===== config.mk =====
export PLATFORM = sky130hd
export DESIGN_NAME = nwb_bridge
export DESIGN_NICKNAME = d
export VERILOG_FILES = /design/src/rtl/nwb_pkg.sv /design/src/rtl/nwb_lane.sv /design/src/rtl/nwb_shadow.sv /design/src/rtl/nwb_pacer.sv /design/src/rtl/nwb_bridge.sv
export SDC_FILE = /design/constraint.sdc
export NUM_CORES = 1
export LEC_CHECK = 0
export BUFFER_PORTS_ARGS = -buffer_cell sky130_fd_sc_hd__buf_2
export CAP_MARGIN = 40
export CORE_AREA = 5 5 198 200
export DETAILED_ROUTE_END_ITERATION = 8
export DIE_AREA = 0 0 203 205
export PLACE_DENSITY = 0.58
export RECOVER_POWER = 50
export SLEW_MARGIN = 0
export SYNTH_ARGS = -nofsm -noshare
export SYNTH_HDL_FRONTEND = slang
export SYNTH_HIERARCHICAL = 1
export SYNTH_SLANG_ARGS = --single-unit

===== constraint.sdc =====
create_clock -name clk -period 4.3 [get_ports clk]
set_input_delay 1.29 -clock clk [delete_from_list [all_inputs] [get_ports clk]]
set_output_delay 1.29 -clock clk [all_outputs]
set_load 0.01 [all_outputs]

===== src/rtl/nwb_pkg.sv =====
// Shared types and constants for the narrow-write bridge.
// Assumes a 32-bit peripheral data path.
package nwb_pkg;

    localparam int unsigned WORD_W         = 32;
    localparam int unsigned PACE_PERIODS   = 4;    // slow-clock periods between writes
    localparam int unsigned SLOW_LIMIT_KHZ = 400;  // at or below this, pacing applies
    localparam int unsigned ZERO_CLK_US    = 10;   // stall when clock is unknown

    localparam logic [1:0] SZ_BYTE = 2'd0;
    localparam logic [1:0] SZ_HALF = 2'd1;
    localparam logic [1:0] SZ_WORD = 2'd2;

    typedef enum logic [2:0] {
        ST_IDLE,
        ST_RD,
        ST_RDDONE,
        ST_FLUSH,
        ST_WR,
        ST_PACE
    } br_state_e;

    // Lane mask for an access size, right-aligned.
    function automatic logic [WORD_W-1:0] size_mask(input logic [1:0] sz);
        case (sz)
            SZ_BYTE: size_mask = 32'h0000_00FF;
            SZ_HALF: size_mask = 32'h0000_FFFF;
            default: size_mask = 32'hFFFF_FFFF;
        endcase
    endfunction

    // Pull one lane out of a word.
    function automatic logic [WORD_W-1:0] lane_extract(input logic [WORD_W-1:0] w,
                                                      input logic [1:0] lane,
                                                      input logic [1:0] sz);
        logic [4:0] sh;
        sh = {lane, 3'b000};
        lane_extract = (w >> sh) & size_mask(sz);
    endfunction

endpackage


===== src/rtl/nwb_lane.sv =====
// Lane merge: inserts right-aligned data into a word at the lane offset
// given by the low address bits, keeping all other lanes.
// Assumes halfword accesses are even and word accesses aligned.
module nwb_lane
    import nwb_pkg::*;
(
    input  logic [WORD_W-1:0] word_i,
    input  logic [1:0]        lane_i,
    input  logic [1:0]        size_i,
    input  logic [WORD_W-1:0] data_i,
    output logic [WORD_W-1:0] merged_o
);

    logic [4:0]        shift;
    logic [WORD_W-1:0] mask;

    // Build shifted mask and merge new data under it.
    always_comb begin
        shift    = {lane_i, 3'b000};
        mask     = size_mask(size_i);
        merged_o = (word_i & ~(mask << shift)) | ((data_i & mask) << shift);
    end

endmodule


===== src/rtl/nwb_shadow.sv =====
// Holding registers for the deferred block word and command word.
// Assumes clear and load of the block word never coincide.
module nwb_shadow
    import nwb_pkg::*;
(
    input  logic              clk,
    input  logic              rst_n,
    input  logic              blk_we_i,
    input  logic [WORD_W-1:0] blk_d_i,
    input  logic              blk_clr_i,
    input  logic              cmd_we_i,
    input  logic [WORD_W-1:0] cmd_d_i,
    output logic [WORD_W-1:0] blk_q_o,
    output logic [WORD_W-1:0] cmd_q_o
);

    // Block shadow: load on merge, clear after flush.
    always_ff @(posedge clk) begin
        if (!rst_n)         blk_q_o <= '0;
        else if (blk_clr_i) blk_q_o <= '0;
        else if (blk_we_i)  blk_q_o <= blk_d_i;
    end

    // Command shadow: load on transfer-mode or command merge.
    always_ff @(posedge clk) begin
        if (!rst_n)        cmd_q_o <= '0;
        else if (cmd_we_i) cmd_q_o <= cmd_d_i;
    end

endmodule


===== src/rtl/nwb_pacer.sv =====
// Post-write stall timer. Counts microsecond ticks, adding the clock
// frequency in kHz per tick, until 1000*PACE_PERIODS is reached. This
// gives ceil(4000/kHz) ticks without a divider. A zero frequency uses a
// step that yields ZERO_CLK_US ticks.
// Assumes cfg frequency is stable while a stall is running.
module nwb_pacer
    import nwb_pkg::*;
#(
    parameter int unsigned KHZW = 20
) (
    input  logic            clk,
    input  logic            rst_n,
    input  logic            start_i,
    input  logic [KHZW-1:0] khz_i,
    input  logic            tick_i,
    output logic            need_o,
    output logic            busy_o
);

    localparam int unsigned NUM   = PACE_PERIODS * 1000;
    localparam int unsigned ZSTEP = NUM / ZERO_CLK_US;
    localparam int unsigned ACCW  = $clog2(NUM + SLOW_LIMIT_KHZ + 1) + 1;

    logic [ACCW-1:0] acc_q;
    logic [ACCW-1:0] step;
    logic [ACCW-1:0] sum;
    logic            active_q;

    // Decide whether pacing applies and the per-tick step.
    always_comb begin
        need_o = (khz_i <= KHZW'(SLOW_LIMIT_KHZ));
        step   = (khz_i == '0) ? ACCW'(ZSTEP) : ACCW'(khz_i);
        sum    = acc_q + step;
        busy_o = active_q;
    end

    // Accumulate ticks while a stall is active.
    always_ff @(posedge clk) begin
        if (!rst_n) begin
            active_q <= 1'b0;
            acc_q    <= '0;
        end else if (start_i) begin
            active_q <= need_o;
            acc_q    <= '0;
        end else if (active_q && tick_i) begin
            acc_q <= sum;
            if (sum >= ACCW'(NUM)) active_q <= 1'b0;
        end
    end

    assert_hold_without_tick_R8: assert property (@(posedge clk) disable iff (!rst_n)
        (active_q && !tick_i && !start_i) |=> active_q);

    assert_fast_clock_no_wait_R8: assert property (@(posedge clk) disable iff (!rst_n)
        (start_i && !need_o) |=> !busy_o);

endmodule


===== src/rtl/nwb_bridge.sv =====
// Narrow-write coalescing bridge top. Accepts one host access at a time
// and sequences it into peripheral word reads and writes. Block and
// transfer-mode halfwords are held until the command halfword arrives.
// Every word write is followed by a paced stall.
// Assumes the peripheral returns read data one cycle after p_req.
module nwb_bridge
    import nwb_pkg::*;
#(
    parameter int unsigned AW       = 8,
    parameter int unsigned KHZW     = 20,
    parameter logic [7:0]  BLK_ADDR = 8'h04,
    parameter logic [7:0]  CMD_ADDR = 8'h0C
) (
    input  logic              clk,
    input  logic              rst_n,
    input  logic [KHZW-1:0]   cfg_pclk_khz,
    input  logic              cfg_us_tick,
    input  logic              h_valid,
    output logic              h_ready,
    input  logic              h_we,
    input  logic [1:0]        h_size,
    input  logic [AW-1:0]     h_addr,
    input  logic [WORD_W-1:0] h_wdata,
    output logic              h_rvalid,
    output logic [WORD_W-1:0] h_rdata,
    output logic              p_req,
    output logic              p_we,
    output logic [AW-1:0]     p_addr,
    output logic [WORD_W-1:0] p_wdata,
    input  logic [WORD_W-1:0] p_rdata
);

    localparam logic [AW-1:0] BLK_W = AW'(BLK_ADDR);
    localparam logic [AW-1:0] CMD_W = AW'(CMD_ADDR);

    br_state_e         state_q;
    logic [AW-1:0]     q_addr;
    logic [1:0]        q_size;
    logic              q_we;
    logic [WORD_W-1:0] q_wdata;
    logic [WORD_W-1:0] wbuf_q;
    logic [AW-1:0]     wadr_q;
    logic              after_flush_q;
    logic [WORD_W-1:0] rdata_q;
    logic              rvalid_q;

    logic              accept;
    logic [AW-1:0]     h_word;
    logic              is_half_wr;
    logic              hit_blk, hit_tm, hit_cmd;
    logic [WORD_W-1:0] blk_q, cmd_q;
    logic [WORD_W-1:0] blk_merged, cmd_merged, per_merged;
    logic              blk_clr;
    logic              pace_need, pace_busy;
    logic              wr_start;

    // Host-side decode of the incoming access.
    always_comb begin
        accept     = h_valid && h_ready;
        h_word     = {h_addr[AW-1:2], 2'b00};
        is_half_wr = h_we && (h_size == SZ_HALF);
        hit_blk    = is_half_wr && (h_word == BLK_W);
        hit_tm     = is_half_wr && (h_word == CMD_W) && !h_addr[1];
        hit_cmd    = is_half_wr && (h_word == CMD_W) &&  h_addr[1];
    end

    nwb_lane u_blk_lane (
        .word_i   (blk_q),
        .lane_i   (h_addr[1:0]),
        .size_i   (h_size),
        .data_i   (h_wdata),
        .merged_o (blk_merged)
    );

    nwb_lane u_cmd_lane (
        .word_i   (cmd_q),
        .lane_i   (h_addr[1:0]),
        .size_i   (h_size),
        .data_i   (h_wdata),
        .merged_o (cmd_merged)
    );

    nwb_lane u_per_lane (
        .word_i   (p_rdata),
        .lane_i   (q_addr[1:0]),
        .size_i   (q_size),
        .data_i   (q_wdata),
        .merged_o (per_merged)
    );

    nwb_shadow u_shadow (
        .clk       (clk),
        .rst_n     (rst_n),
        .blk_we_i  (accept && hit_blk),
        .blk_d_i   (blk_merged),
        .blk_clr_i (blk_clr),
        .cmd_we_i  (accept && (hit_tm || hit_cmd)),
        .cmd_d_i   (cmd_merged),
        .blk_q_o   (blk_q),
        .cmd_q_o   (cmd_q)
    );

    nwb_pacer #(.KHZW(KHZW)) u_pacer (
        .clk     (clk),
        .rst_n   (rst_n),
        .start_i (wr_start),
        .khz_i   (cfg_pclk_khz),
        .tick_i  (cfg_us_tick),
        .need_o  (pace_need),
        .busy_o  (pace_busy)
    );

    // Peripheral request and host ready driven from the sequencer state.
    always_comb begin
        p_req   = 1'b0;
        p_we    = 1'b0;
        p_addr  = '0;
        p_wdata = '0;
        blk_clr = 1'b0;
        case (state_q)
            ST_RD: begin
                p_req  = 1'b1;
                p_addr = {q_addr[AW-1:2], 2'b00};
            end
            ST_FLUSH: begin
                p_req   = 1'b1;
                p_we    = 1'b1;
                p_addr  = BLK_W;
                p_wdata = blk_q;
                blk_clr = 1'b1;
            end
            ST_WR: begin
                p_req   = 1'b1;
                p_we    = 1'b1;
                p_addr  = wadr_q;
                p_wdata = wbuf_q;
            end
            default: ;
        endcase
        wr_start = p_req && p_we;
        h_ready  = (state_q == ST_IDLE);
        h_rvalid = rvalid_q;
        h_rdata  = rdata_q;
    end

    // Access sequencer: latch, read, merge, flush, write, stall.
    always_ff @(posedge clk) begin
        if (!rst_n) begin
            state_q       <= ST_IDLE;
            q_addr        <= '0;
            q_size        <= SZ_BYTE;
            q_we          <= 1'b0;
            q_wdata       <= '0;
            wbuf_q        <= '0;
            wadr_q        <= '0;
            after_flush_q <= 1'b0;
            rdata_q       <= '0;
            rvalid_q      <= 1'b0;
        end else begin
            rvalid_q <= 1'b0;
            case (state_q)
                ST_IDLE: begin
                    if (accept) begin
                        q_addr  <= h_addr;
                        q_size  <= h_size;
                        q_we    <= h_we;
                        q_wdata <= h_wdata;
                        if (h_we && (h_size == SZ_WORD)) begin
                            wbuf_q  <= h_wdata;
                            wadr_q  <= h_word;
                            state_q <= ST_WR;
                        end else if (hit_cmd) begin
                            wbuf_q  <= cmd_merged;
                            wadr_q  <= CMD_W;
                            state_q <= (blk_q != '0) ? ST_FLUSH : ST_WR;
                        end else if (!(hit_blk || hit_tm)) begin
                            state_q <= ST_RD;
                        end
                    end
                end
                ST_RD: state_q <= ST_RDDONE;
                ST_RDDONE: begin
                    if (q_we) begin
                        wbuf_q  <= per_merged;
                        wadr_q  <= {q_addr[AW-1:2], 2'b00};
                        state_q <= ST_WR;
                    end else begin
                        rdata_q  <= lane_extract(p_rdata, q_addr[1:0], q_size);
                        rvalid_q <= 1'b1;
                        state_q  <= ST_IDLE;
                    end
                end
                ST_FLUSH: begin
                    after_flush_q <= 1'b1;
                    state_q       <= pace_need ? ST_PACE : ST_WR;
                end
                ST_WR: begin
                    after_flush_q <= 1'b0;
                    state_q       <= pace_need ? ST_PACE : ST_IDLE;
                end
                ST_PACE: begin
                    if (!pace_busy) state_q <= after_flush_q ? ST_WR : ST_IDLE;
                end
                default: state_q <= ST_IDLE;
            endcase
        end
    end

    assert_blk_no_access_R2: assert property (@(posedge clk) disable iff (!rst_n)
        (accept && hit_blk) |=> !p_req);

    assert_tm_no_access_R3: assert property (@(posedge clk) disable iff (!rst_n)
        (accept && hit_tm) |=> !p_req);

    assert_flush_clears_R4: assert property (@(posedge clk) disable iff (!rst_n)
        (p_req && p_we && state_q == ST_FLUSH) |=> (blk_q == '0));

    assert_empty_no_flush_R5: assert property (@(posedge clk) disable iff (!rst_n)
        (accept && hit_cmd && blk_q == '0) |=> (p_req && p_we && p_addr == CMD_W));

    assert_rmw_write_back_R6: assert property (@(posedge clk) disable iff (!rst_n)
        (state_q == ST_RDDONE && q_we) |=> (p_req && p_we));

    assert_busy_not_ready_R9: assert property (@(posedge clk) disable iff (!rst_n)
        (p_req || pace_busy) |-> !h_ready);

    assert_reset_clean_R10: assert property (@(posedge clk) disable iff (!rst_n)
        $rose(rst_n) |-> (h_ready && !p_req && blk_q == '0 && cmd_q == '0));

endmodule


==> results of run 1 <==
logic make-up after synthesis:
| logic type | Yosys count | share of synthesized area |
|---|---|---|
| buffers and inverters | 156 | 0.0692 |
| AO/OA/AOI/OAI | 422 | 0.243 |
| other | 1 | 0.000292 |
| multiplexers | 212 | 0.168 |
| adder cells (fa/ha/maj) | 15 | 0.0152 |
| AND/OR/NAND/NOR | 501 | 0.191 |
| flip-flops | 197 | 0.307 |
| XOR/XNOR | 7 | 0.00478 |
sequential cells by signal (all words and copies together) (netlist names), 2 cells and up:
name / flops
state_q: 3
wbuf_q: 32
q_addr: 8
q_wdata: 32
h_rdata: 32
u_shadow/blk_q_o: 32
wadr_q: 6
q_size: 2
u_pacer/acc_q: 14
u_shadow/cmd_q_o: 32
synthesized netlist by cell type (14+ instances only):
library cell  number
nand2_1          203
dfxtp_1          197
mux2i_1          180
nor2_1            88
o21ai_0           83
clkbuf_1          69
a21boi_1          67
nor2b_1           58
a22o_1            54
nand3_1           43
a21o_1            37
a22oi_1           35
o211ai_1          35
mux2_2            32
buf_2             29
a21oi_1           27
a221o_1           21
or3_1             19
buf_6             17
inv_1             16
ha_1              14
nand2b_1          14
nor4_1            14
cell type report:
| type | count | area (sq um) | area share |
|---|---|---|---|
| sequential | 197 | 3950 | 0.277 |
| timing repair buffer | 200 | 1040 | 0.0733 |
| multi-input combinational | 1159 | 8000 | 0.562 |
| inverter | 20 | 75.1 | 0.00528 |
| clock inverter | 12 | 116 | 0.00818 |
| tap | 474 | 593 | 0.0417 |
| clock buffer | 20 | 457 | 0.0321 |
power groups by stage:
| stage | Combinational [W] | Clock [W] | Sequential [W] |
|---|---|---|---|
| final | 0.000843 | 0.00159 | 0.00196 |
| after global routing | 0.000905 | 0.00170 | 0.00196 |
| after CTS | 0.000840 | 0.00163 | 0.00196 |
| after detailed placement | 0.000837 | 0 | 0.00200 |
| after global placement | 0.000830 | 0 | 0.00200 |
| after floorplan | 0.000589 | 0 | 0.00196 |
path summary, 6_finish.rpt:
| path | cells past startpoint | to | startpoint |
|---|---|---|---|
| min | 2 | h_rdata[2] | h_rdata[2] |
| max reg2reg | 6 | h_rdata[2] | state_q[1] |
| max | 13 | u_pacer/busy_o | cfg_pclk_khz[13] |
| min reg2reg | 2 | h_rdata[2] | h_rdata[2] |
per-layer routing:
metal  wire, microns  vias to the layer above  GRT usage
met5               0                        -          0
met2           20400                      423      0.328
met3            3000                       49     0.0404
li1                -                     5625          -
met4             952                        0     0.0533
met1           21100                     5652      0.302
critical path, stage by stage:
cell	delay, ps
buf_2	100
nor4_1	290
nand3_1	220
nand4b_1	280
nand2b_1	150
ha_1	260
and3_2	220
a2111oi_4	390
nor2_1	90
xnor2_1	160
a311oi_1	310
nand4_1	130
o22a_1	210
through the flow:
stage	setup WS (ps)	area, sq um
after global routing	220	14200
final	522	14200
after global placement	93.9	13700
after floorplan	497	12800
after CTS	510	14300
after detailed placement	53.5	13700
==> summary.txt, run 1 <==
Pwr
  • Clock Power Share: 0.362
  • Sequential share of power: 0.446
  • Post-layout total power: 0.00439 W
  • Switching power: 0.00139 W
  • Lkg Pwr: 5.61 nW
  • Gate power share: 0.192
  • Power Density: roughly 310 mW/mm^2
  • Internal power: ~0.003 W
  • Worst vdd rail ir drop: roughly 0.25 mV
  • Sw Share: 0.318

Logic synthesis
  • Post-synthesis cell area: 0.0128 sq mm
  • Async SR Flop Fraction: 0
  • Share of the synthesized area in the top cell type: 0.307
  • Yosys warning count: 6
  • Syn Area/Cell: about 8.5 sq um
  • EDFF count, synth: 0
  • Synth area leader: dfxtp_1
  • Top cells by area, synth: dfxtp_1, mux2i_1, nand2_1
  • Yosys reg bits: a little under 200
  • Cells after Synth: 1,511
  • Sequential share of the synthesized area: 0.307
  • Count of different cell masters after synthesis: 85
  • Top_reg_cell synth: dfxtp_1

Cells and area
  • Inserted Diodes: 0
  • Finished Layout Cells: 2,082
  • Final core occ: 0.382
  • Most common cell after layout, fill and taps aside: nand2_1
  • Area growth syn-to-layout: 10.9%
  • Nets: 1,709
  • Most frequent cells in the layout: nand2_1, dfxtp_1, mux2i_1, buf_2, nor2_1
  • Layout cells sized above 1: 0.157
  • Fillers: 3,857

Routing
  • Drt pass-1 iters: 5
  • DRC Markers: 0
  • WL final: 45.4 mm
  • Drt wl/cell: about 22 microns
  • Initial drt markers: ~1,100
  • Via density: 5.64
  • DR vias: 11,700
  • Post-DRT Antenna Nets: 0

Status
  • Status: finished, violations left
  • Failing checks: max-capacitance violations, max-slew violations

Floorplan
  • FP Rows: a little over 70
  • # IOs: 175
  • Core box area: between 0.03 and 0.04 sq mm
  • Die area: approximately 0.042 sq mm
  • Die H: 205 microns
  • Initial core utilization: 0.345
  • Die Width: 203 microns

Clocking
  • Worst-Skew Late Latency: around 450 ps
  • Total CTS buffers: 17
  • CTS H-Tree Depth: 4
  • TritonCTS clock tree: built
  • Hold-fix buffers at CTS: 0
  • Clock sink count: 197
  • Post-CTS Setup Inserts: 0
  • Max Buffers Root-to-Sink: 2
  • Clock-pin slew on the worst setup and hold paths: 70 ps
  • Post_cts resized: 0
  • CTS Root Cell: clkbuf_16

Worst setup path
  • Required time of the worst setup path: 4630 ps
  • Setup crit end kind: register
  • Critical path fanouts, max: 3
  • WS Path Type: input port to register
  • Data arrival, critical path: 4110 ps
  • Flop2flop setup slack: 580 ps
  • Critical Path Source Type: input port

Timing
  • Worst slew pin tran: 2010 ps
  • Max Clock Skew: 14.3 ps
  • Max frequency: 0.265 GHz
  • Max-slew headroom: -0.343
  • Hold_ws: 454 ps
  • Setup violations, final: 0
  • Hold Fails Final Rpt: 0
  • Fin crit share: 0.879
  • RSZ-0062 raised after global routing: no
  • Min Clock Period, post-route: 3780 ps
  • Final slew viol count: 78
  • TNS Setup: 0 ps

Placement
  • Gpl congestion: 0.917
  • Inst Count DP: 2,050
  • HPWL after DPL: 33.8 mm
  • Port buffer count: 172

Worst hold path
  • HP Class: register to register

Global routing
  • Largest net degree at the start of global routing: 99
  • Gr ovfl total: 0
  • Initial antenna violation count: 0
  • Vias in the first global route: around 11,000
  • Global Route Usage Sum: 0.211
  • Global-route wire length before repair: ~68 mm

Run
  • Max_cap viols: 2
No activity file was read; power rests on OpenSTA's default activity.
==> run 2: changes to the inputs <==
--- a/config.mk
+++ b/config.mk
@@ -7,10 +7,12 @@
 export LEC_CHECK = 0
 export BUFFER_PORTS_ARGS = -buffer_cell sky130_fd_sc_hd__buf_2
 export CAP_MARGIN = 40
+export CELL_PAD_IN_SITES_DETAIL_PLACEMENT = 2
+export CELL_PAD_IN_SITES_GLOBAL_PLACEMENT = 2
 export CORE_AREA = 5 5 198 200
 export DETAILED_ROUTE_END_ITERATION = 8
 export DIE_AREA = 0 0 203 205
-export PLACE_DENSITY = 0.58
+export PLACE_DENSITY = 0.85
 export RECOVER_POWER = 50
 export SLEW_MARGIN = 0
 export SYNTH_ARGS = -nofsm -noshare
==> constraint.sdc (replaced) <==
create_clock -name clk -period 4.3 [get_ports clk]
set_input_delay 1.29 -clock clk [delete_from_list [all_inputs] [get_ports clk]]
set_output_delay 1.29 -clock clk [all_outputs]
set_load 0.005 [all_outputs]
==> run 2 against run 1 <==
Against the previous run: power grew 5.5%; largest cell class unchanged; core utilization grew 0.25 points; the flow still finishes with violations (max-capacitance violations, max-slew violations); clock skew grew 3.7 ps.
==> summary.txt, run 2 (synthesized netlist as in run 1, its figures left out) <==
Clocking
  • Clock-pin slew on the worst setup and hold paths: 90 ps
  • Max Buffers Root-to-Sink: 2
  • Post-CTS Setup Inserts: 0
  • CTS H-Tree Depth: 4
  • Worst-Skew Late Latency: 470 ps
  • CTS Root Cell: clkbuf_16
  • Post_cts resized: 0
  • Hold-fix buffers at CTS: 0
  • Clock sink count: 197
  • Total CTS buffers: 17
  • TritonCTS clock tree: built

Placement
  • Post-place setup slack: -123 ps
  • HPWL after DPL: 39.6 mm
  • Port buffer count: 172
  • Gpl congestion: 0.918

Timing
  • Setup violations, final: 0
  • Slack of the critical path: 356 ps
  • Min Clock Period, post-route: 3940 ps
  • Worst slew pin tran: 2230 ps
  • Final slew viol count: 170
  • Max Clock Skew: 18.0 ps
  • Hold Fails Final Rpt: 0
  • Hold_ws: 459 ps
  • Max-slew headroom: -0.485
  • TNS Setup: 0 ps
  • Fin crit share: 0.917
  • RSZ-0062 raised after global routing: no
  • Max frequency: 0.254 GHz

Cells and area
  • Most common cell after layout, fill and taps aside: nand2_1
  • Nets: 1,710
  • Area growth syn-to-layout: 11.6%
  • Layout cells sized above 1: 0.164
  • Final core occ: 0.385
  • Most frequent cells in the layout: nand2_1, dfxtp_1, mux2i_1, buf_2, nor2_1
  • Inserted Diodes: 0

Pwr
  • Internal power: 0.00306 W
  • Power Density: about 320 mW/mm^2
  • Switching power: 0.00157 W
  • Sw Share: 0.338
  • Lkg Pwr: ~5.7 nW
  • Sequential share of power: 0.423
  • Clock Power Share: 0.384
  • Gate power share: 0.193
  • Worst vdd rail ir drop: 0.293 mV
  • Post-layout total power: 0.00463 W

Status
  • Status: finished, violations left
  • Failing checks: max-capacitance violations, max-slew violations

Global routing
  • Global-route wire length before repair: 82.2 mm
  • Largest net degree at the start of global routing: 143
  • Initial antenna violation count: 1
  • Vias in the first global route: roughly 13,000
  • Gr ovfl total: 0
  • Global Route Usage Sum: 0.254

Worst setup path
  • Critical Path Max Stage Delay: 1680 ps
  • Crit-path cells: buf_4, buf_2, o21ai_0, a21o_1, mux2i_1
  • Setup crit end kind: register
  • Crit path to: wbuf_q[31]
  • Slowest cell on crit path: buf_2
  • Critical Path Source Type: input port
  • Required time of the worst setup path: ~4700 ps
  • Worst path bufs/invs: 2
  • Flop2flop setup slack: 650 ps
  • Cell family with the largest share of critical-path delay: buffers and inverters
  • Critical R2R Launch: state_q[2]
  • WS Path Type: input port to register
  • Critical path fanouts, max: 142
  • FF-to-FF path depth: 10
  • CP startpoint: rst_n
  • FF-to-FF End: u_pacer/busy_o
  • Stages on the worst setup path: 5
  • Data arrival, critical path: 4340 ps

Floorplan
  • FP Rows: 71
  • Core box area: roughly 0.037 sq mm
  • Die Width: roughly 200 microns
  • Die area: ~0.042 sq mm
  • Initial core utilization: 0.345
  • # IOs: 175
  • Die H: 205 microns

Routing
  • WL final: 54.1 mm
  • Initial drt markers: 1,046
  • Drt pass-1 iters: 5
  • Via density: 5.96
  • Drt wl/cell: 26.0 microns
  • DR vias: 12,400
  • Post-DRT Antenna Nets: 0
  • DRC Markers: 0

Worst hold path
  • HP Class: register to register
  • Min-Delay Path Depth: 2

Run
  • Max_cap viols: 2
run 2: how the worst min path moves through the flow:
| stage | startpoint | to | slack, ps |
|---|---|---|---|
| after floorplan | q_wdata[10] | q_wdata[10] | 430 |
| after global placement | h_rdata[31] | h_rdata[31] | 440 |
| after detailed placement | h_rdata[18] | h_rdata[18] | 450 |
| after CTS | h_rdata[26] | h_rdata[26] | 460 |
| after global routing | h_rdata[28] | h_rdata[28] | 480 |
| final | h_rdata[28] | h_rdata[28] | 460 |
run 2: through the flow:
stage	area (sq um)	instances
3_3_place_gp	13700	2049
3_5_place_dp	13700	2051
4_1_cts	14400	2083
6_report	14300	2083
2_1_floorplan	12800	1512
5_1_grt	14300	2083
run 2: layout make-up:
type / count / area (sq um)
Fill cell: 4248 / 22900
Multi-Input combinational cell: 1159 / 8000
Sequential cell: 197 / 3950
Timing Repair Buffer: 201 / 1060
Tap cell: 474 / 593
Clock buffer: 17 / 425
Clock inverter: 15 / 220
Inverter: 20 / 75.1
run 2: layer usage:
layer  wire (microns)  share of wire  vias up  GRT usage
met1            23900           0.44     6308      0.327
met4             2060          0.038        2     0.0999
met5                7        0.00013        -          0
li1                 -              -     5621          -
met2            25400           0.47      372      0.425
met3             2750          0.051      111     0.0427
run 2: power groups by stage:
stage | logic [W] | registers, W | clock network (W)
CTS | 0.000889 | 0.00196 | 0.00181
detailed placement | 0.000875 | 0.00200 | 0
global route | 0.000950 | 0.00196 | 0.00188
finish | 0.000893 | 0.00196 | 0.00178
global placement | 0.000830 | 0.00200 | 0
floorplan | 0.000586 | 0.00195 | 0
run 2: worst register-to-register path, stage by stage (launching register included):
cell and delay, ps:
dfxtp_1 530, nor2b_1 450, nor2b_1 270, buf_4 390, or2_0 310, nand2b_1 140, clkbuf_1 600, o32ai_1 210
a311oi_1 270, nand4_1 150, o22a_1 220
==> run 3: changes to the inputs <==
--- a/config.mk
+++ b/config.mk
@@ -5,14 +5,16 @@
 export SDC_FILE = /design/constraint.sdc
 export NUM_CORES = 1
 export LEC_CHECK = 0
+export ABC_AREA = 1
 export BUFFER_PORTS_ARGS = -buffer_cell sky130_fd_sc_hd__buf_2
 export CAP_MARGIN = 40
 export CELL_PAD_IN_SITES_DETAIL_PLACEMENT = 2
 export CELL_PAD_IN_SITES_GLOBAL_PLACEMENT = 2
-export CORE_AREA = 5 5 198 200
+export CORE_AREA = 5 5 215 217
 export DETAILED_ROUTE_END_ITERATION = 8
-export DIE_AREA = 0 0 203 205
-export PLACE_DENSITY = 0.85
+export DIE_AREA = 0 0 220 222
+export GPL_ROUTABILITY_DRIVEN = 0
+export PLACE_DENSITY = 0.82
 export RECOVER_POWER = 50
 export SLEW_MARGIN = 0
 export SYNTH_ARGS = -nofsm -noshare
==> run 3 against run 2 <==
Against the previous run: the run still ends with max-capacitance violations, max-slew violations left; fmax up 4.1%; non-clock buffer count down 4; worst hold slack better by 13 ps; register-to-register slack worse by 60 ps; clock skew down 3.0 ps; die area up 17%; largest power group unchanged.
==> summary.txt, run 3 <==
Timing
  • RSZ-0062 raised after global routing: no
  • Setup violations, final: 0
  • Slack of the critical path: a little over 500 ps
  • TNS Setup: 0 ps
  • Max Clock Skew: around 15 ps
  • Worst slew pin tran: 2400 ps
  • Fin crit share: 0.881
  • Min Clock Period, post-route: 3790 ps
  • Hold Fails Final Rpt: 0
  • Final slew viol count: 127
  • Max frequency: between 0.2 and 0.3 GHz
  • Max-slew headroom: -0.597

Clocking
  • CTS Root Cell: clkbuf_16
  • Post_cts resized: 0
  • Clock sink count: 197
  • CTS H-Tree Depth: 4
  • Post-CTS Setup Inserts: 0
  • Clock-pin slew on the worst setup and hold paths: around 80 ps
  • TritonCTS clock tree: built
  • Max Buffers Root-to-Sink: 2
  • Worst-Skew Late Latency: 500 ps
  • Total CTS buffers: 17
  • Hold-fix buffers at CTS: 0

Global routing
  • Global-route wire length before repair: 93.9 mm
  • Largest net degree at the start of global routing: 86
  • Initial antenna violation count: 7
  • Global Route Usage Sum: 0.249
  • Vias in the first global route: about 16,000
  • Gr ovfl total: 0

Status
  • Failing checks: max-capacitance violations, max-slew violations
  • Status: finished, violations left

Routing
  • Initial drt markers: 872
  • Via density: 5.33
  • DR vias: 14,900
  • Drt pass-1 iters: 4
  • WL final: ~62 mm
  • Drt wl/cell: 22.2 microns
  • DRC Markers: 0
  • Post-DRT Antenna Nets: 0

Logic synthesis
  • Syn Area/Cell: 6.21 sq um
  • Yosys reg bits: between 150 and 200
  • Leading cell type by number of instances after synthesis: nand2_1
  • Post-synth top cells: nand2_1, nor2_1, nand3_1
  • Post-synthesis cell area: 0.0130 sq mm
  • Yosys warning count: 6
  • Share of the synthesized area in the top cell type: 0.303
  • Top cells by area, synth: dfxtp_1, nand2_1, nand3_1
  • Cells after Synth: 2,097
  • Count of different cell masters after synthesis: 46
  • Sequential share of the synthesized area: 0.303
  • Top_reg_cell synth: dfxtp_1
  • Synth area leader: dfxtp_1
  • Async SR Flop Fraction: 0
  • EDFF count, synth: 0

Placement
  • Inst Count DP: 2,754
  • HPWL after DPL: 47.0 mm
  • Post-place setup slack: between 70 and 80 ps
  • Port buffer count: roughly 170

Worst setup path
  • Critical Path Source Type: input port
  • CP startpoint: rst_n
  • Required time of the worst setup path: 4620 ps
  • Setup crit end kind: register
  • WS Path Type: input port to register
  • FF-to-FF End: q_addr[1]
  • Flop2flop setup slack: 590 ps
  • FF-to-FF path depth: 7
  • Data arrival, critical path: between 4000 and 5000 ps
  • Critical path fanouts, max: 85
  • Critical R2R Launch: state_q[0]

Cells and area
  • Finished Layout Cells: about 2,800
  • Most frequent cells in the layout: nand2_1, nor2_1, nand3_1, dfxtp_1, inv_1
  • Multi-input logic area: 0.00765 sq mm
  • Fillers: 5,569
  • Area growth syn-to-layout: 12.5%
  • Layout cells sized above 1: 0.142
  • Most common cell after layout, fill and taps aside: nand2_1
  • Nets: 2,295
  • Register Area: a little under 0.004 sq mm

Floorplan
  • # IOs: 175
  • Core box area: approximately 0.044 sq mm
  • Die Width: approximately 220 microns
  • Initial core utilization: 0.296
  • FP Rows: 77
  • Die area: 0.0488 sq mm
  • Die H: 222 microns

Pwr
  • Lkg Pwr: ~6.6 nW
  • Sequential share of power: 0.422
  • Internal power: ~0.0030 W
  • Worst vdd rail ir drop: ~0.25 mV
  • Clock Power Share: 0.351
  • Power Density: 326 mW/mm^2
  • Gate power share: 0.227
  • Post-layout total power: about 0.0048 W
  • Switching power: between 0.0015 and 0.002 W
  • Sw Share: 0.374

Worst hold path
  • HP Class: register to register
  • Worst Hold End: q_wdata[22]
  • Hold Path Origin: q_wdata[22]
  • Min-Delay Path Depth: 2

Run
  • Max_cap viols: 3
## run 3: layer usage
layer  vias up  GRT usage  wire, microns
li1       6976          -              -
met4         0     0.0974           2170
met5         -          0              0
met3       102     0.0470           2840
met1      7431      0.314          27100
met2       366      0.419          29800
## run 3: cell type report
class                      count  share of cell area
sequential                   197               0.269
antenna                        6             0.00103
timing repair buffer         197              0.0702
multi-input combinational   1592               0.523
tap                          592              0.0506
clock inverter                15              0.0109
inverter                     176              0.0463
clock buffer                  17              0.0291
## run 3: through the flow
stage,util,area [sq um],hold WS [ps]
floorplan,-,13000,440
global placement,0.320,14100,450
detailed placement,0.321,14100,461
CTS,0.334,14700,473
global route,0.333,14600,498
finish,0.333,14600,472
## run 3: power groups by stage
stage / Combinational [W] / Clock [W] / Sequential, W
6_report: 0.00108 / 0.00168 / 0.00201
5_1_grt: 0.00118 / 0.00179 / 0.00202
4_1_cts: 0.00108 / 0.00173 / 0.00201
3_5_place_dp: 0.00107 / 0 / 0.00205
3_3_place_gp: 0.00102 / 0 / 0.00205
2_1_floorplan: 0.000702 / 0 / 0.00200
## run 3: cells by family (layout without fill, tap and decap cells)
logic type,after synthesis,in the layout,share of synthesized area
simple gates,1174,1174,0.383
compound gates,397,397,0.186
other cells,1,8,0.000288
buf+inv,309,405,0.110
flops,197,197,0.303
fa+ha+maj,15,15,0.0150
xor+xnor,4,4,0.00269
## run 3: how the worst max path moves through the flow
stage               slack (ps)             end  cells after the start
floorplan                 1010  u_pacer/busy_o                     19
global placement           410  u_pacer/busy_o                     21
detailed placement          70  u_pacer/busy_o                     19
CTS                        600  u_pacer/busy_o                     19
global route               230      state_q[1]                      5
finish                     510      state_q[1]                      5
## run 3: worst max-delay path: stages
cell,delay [ps]
clkbuf_1,100
buf_6,270
inv_1,970
clkbuf_1,1230
nor2_1,160
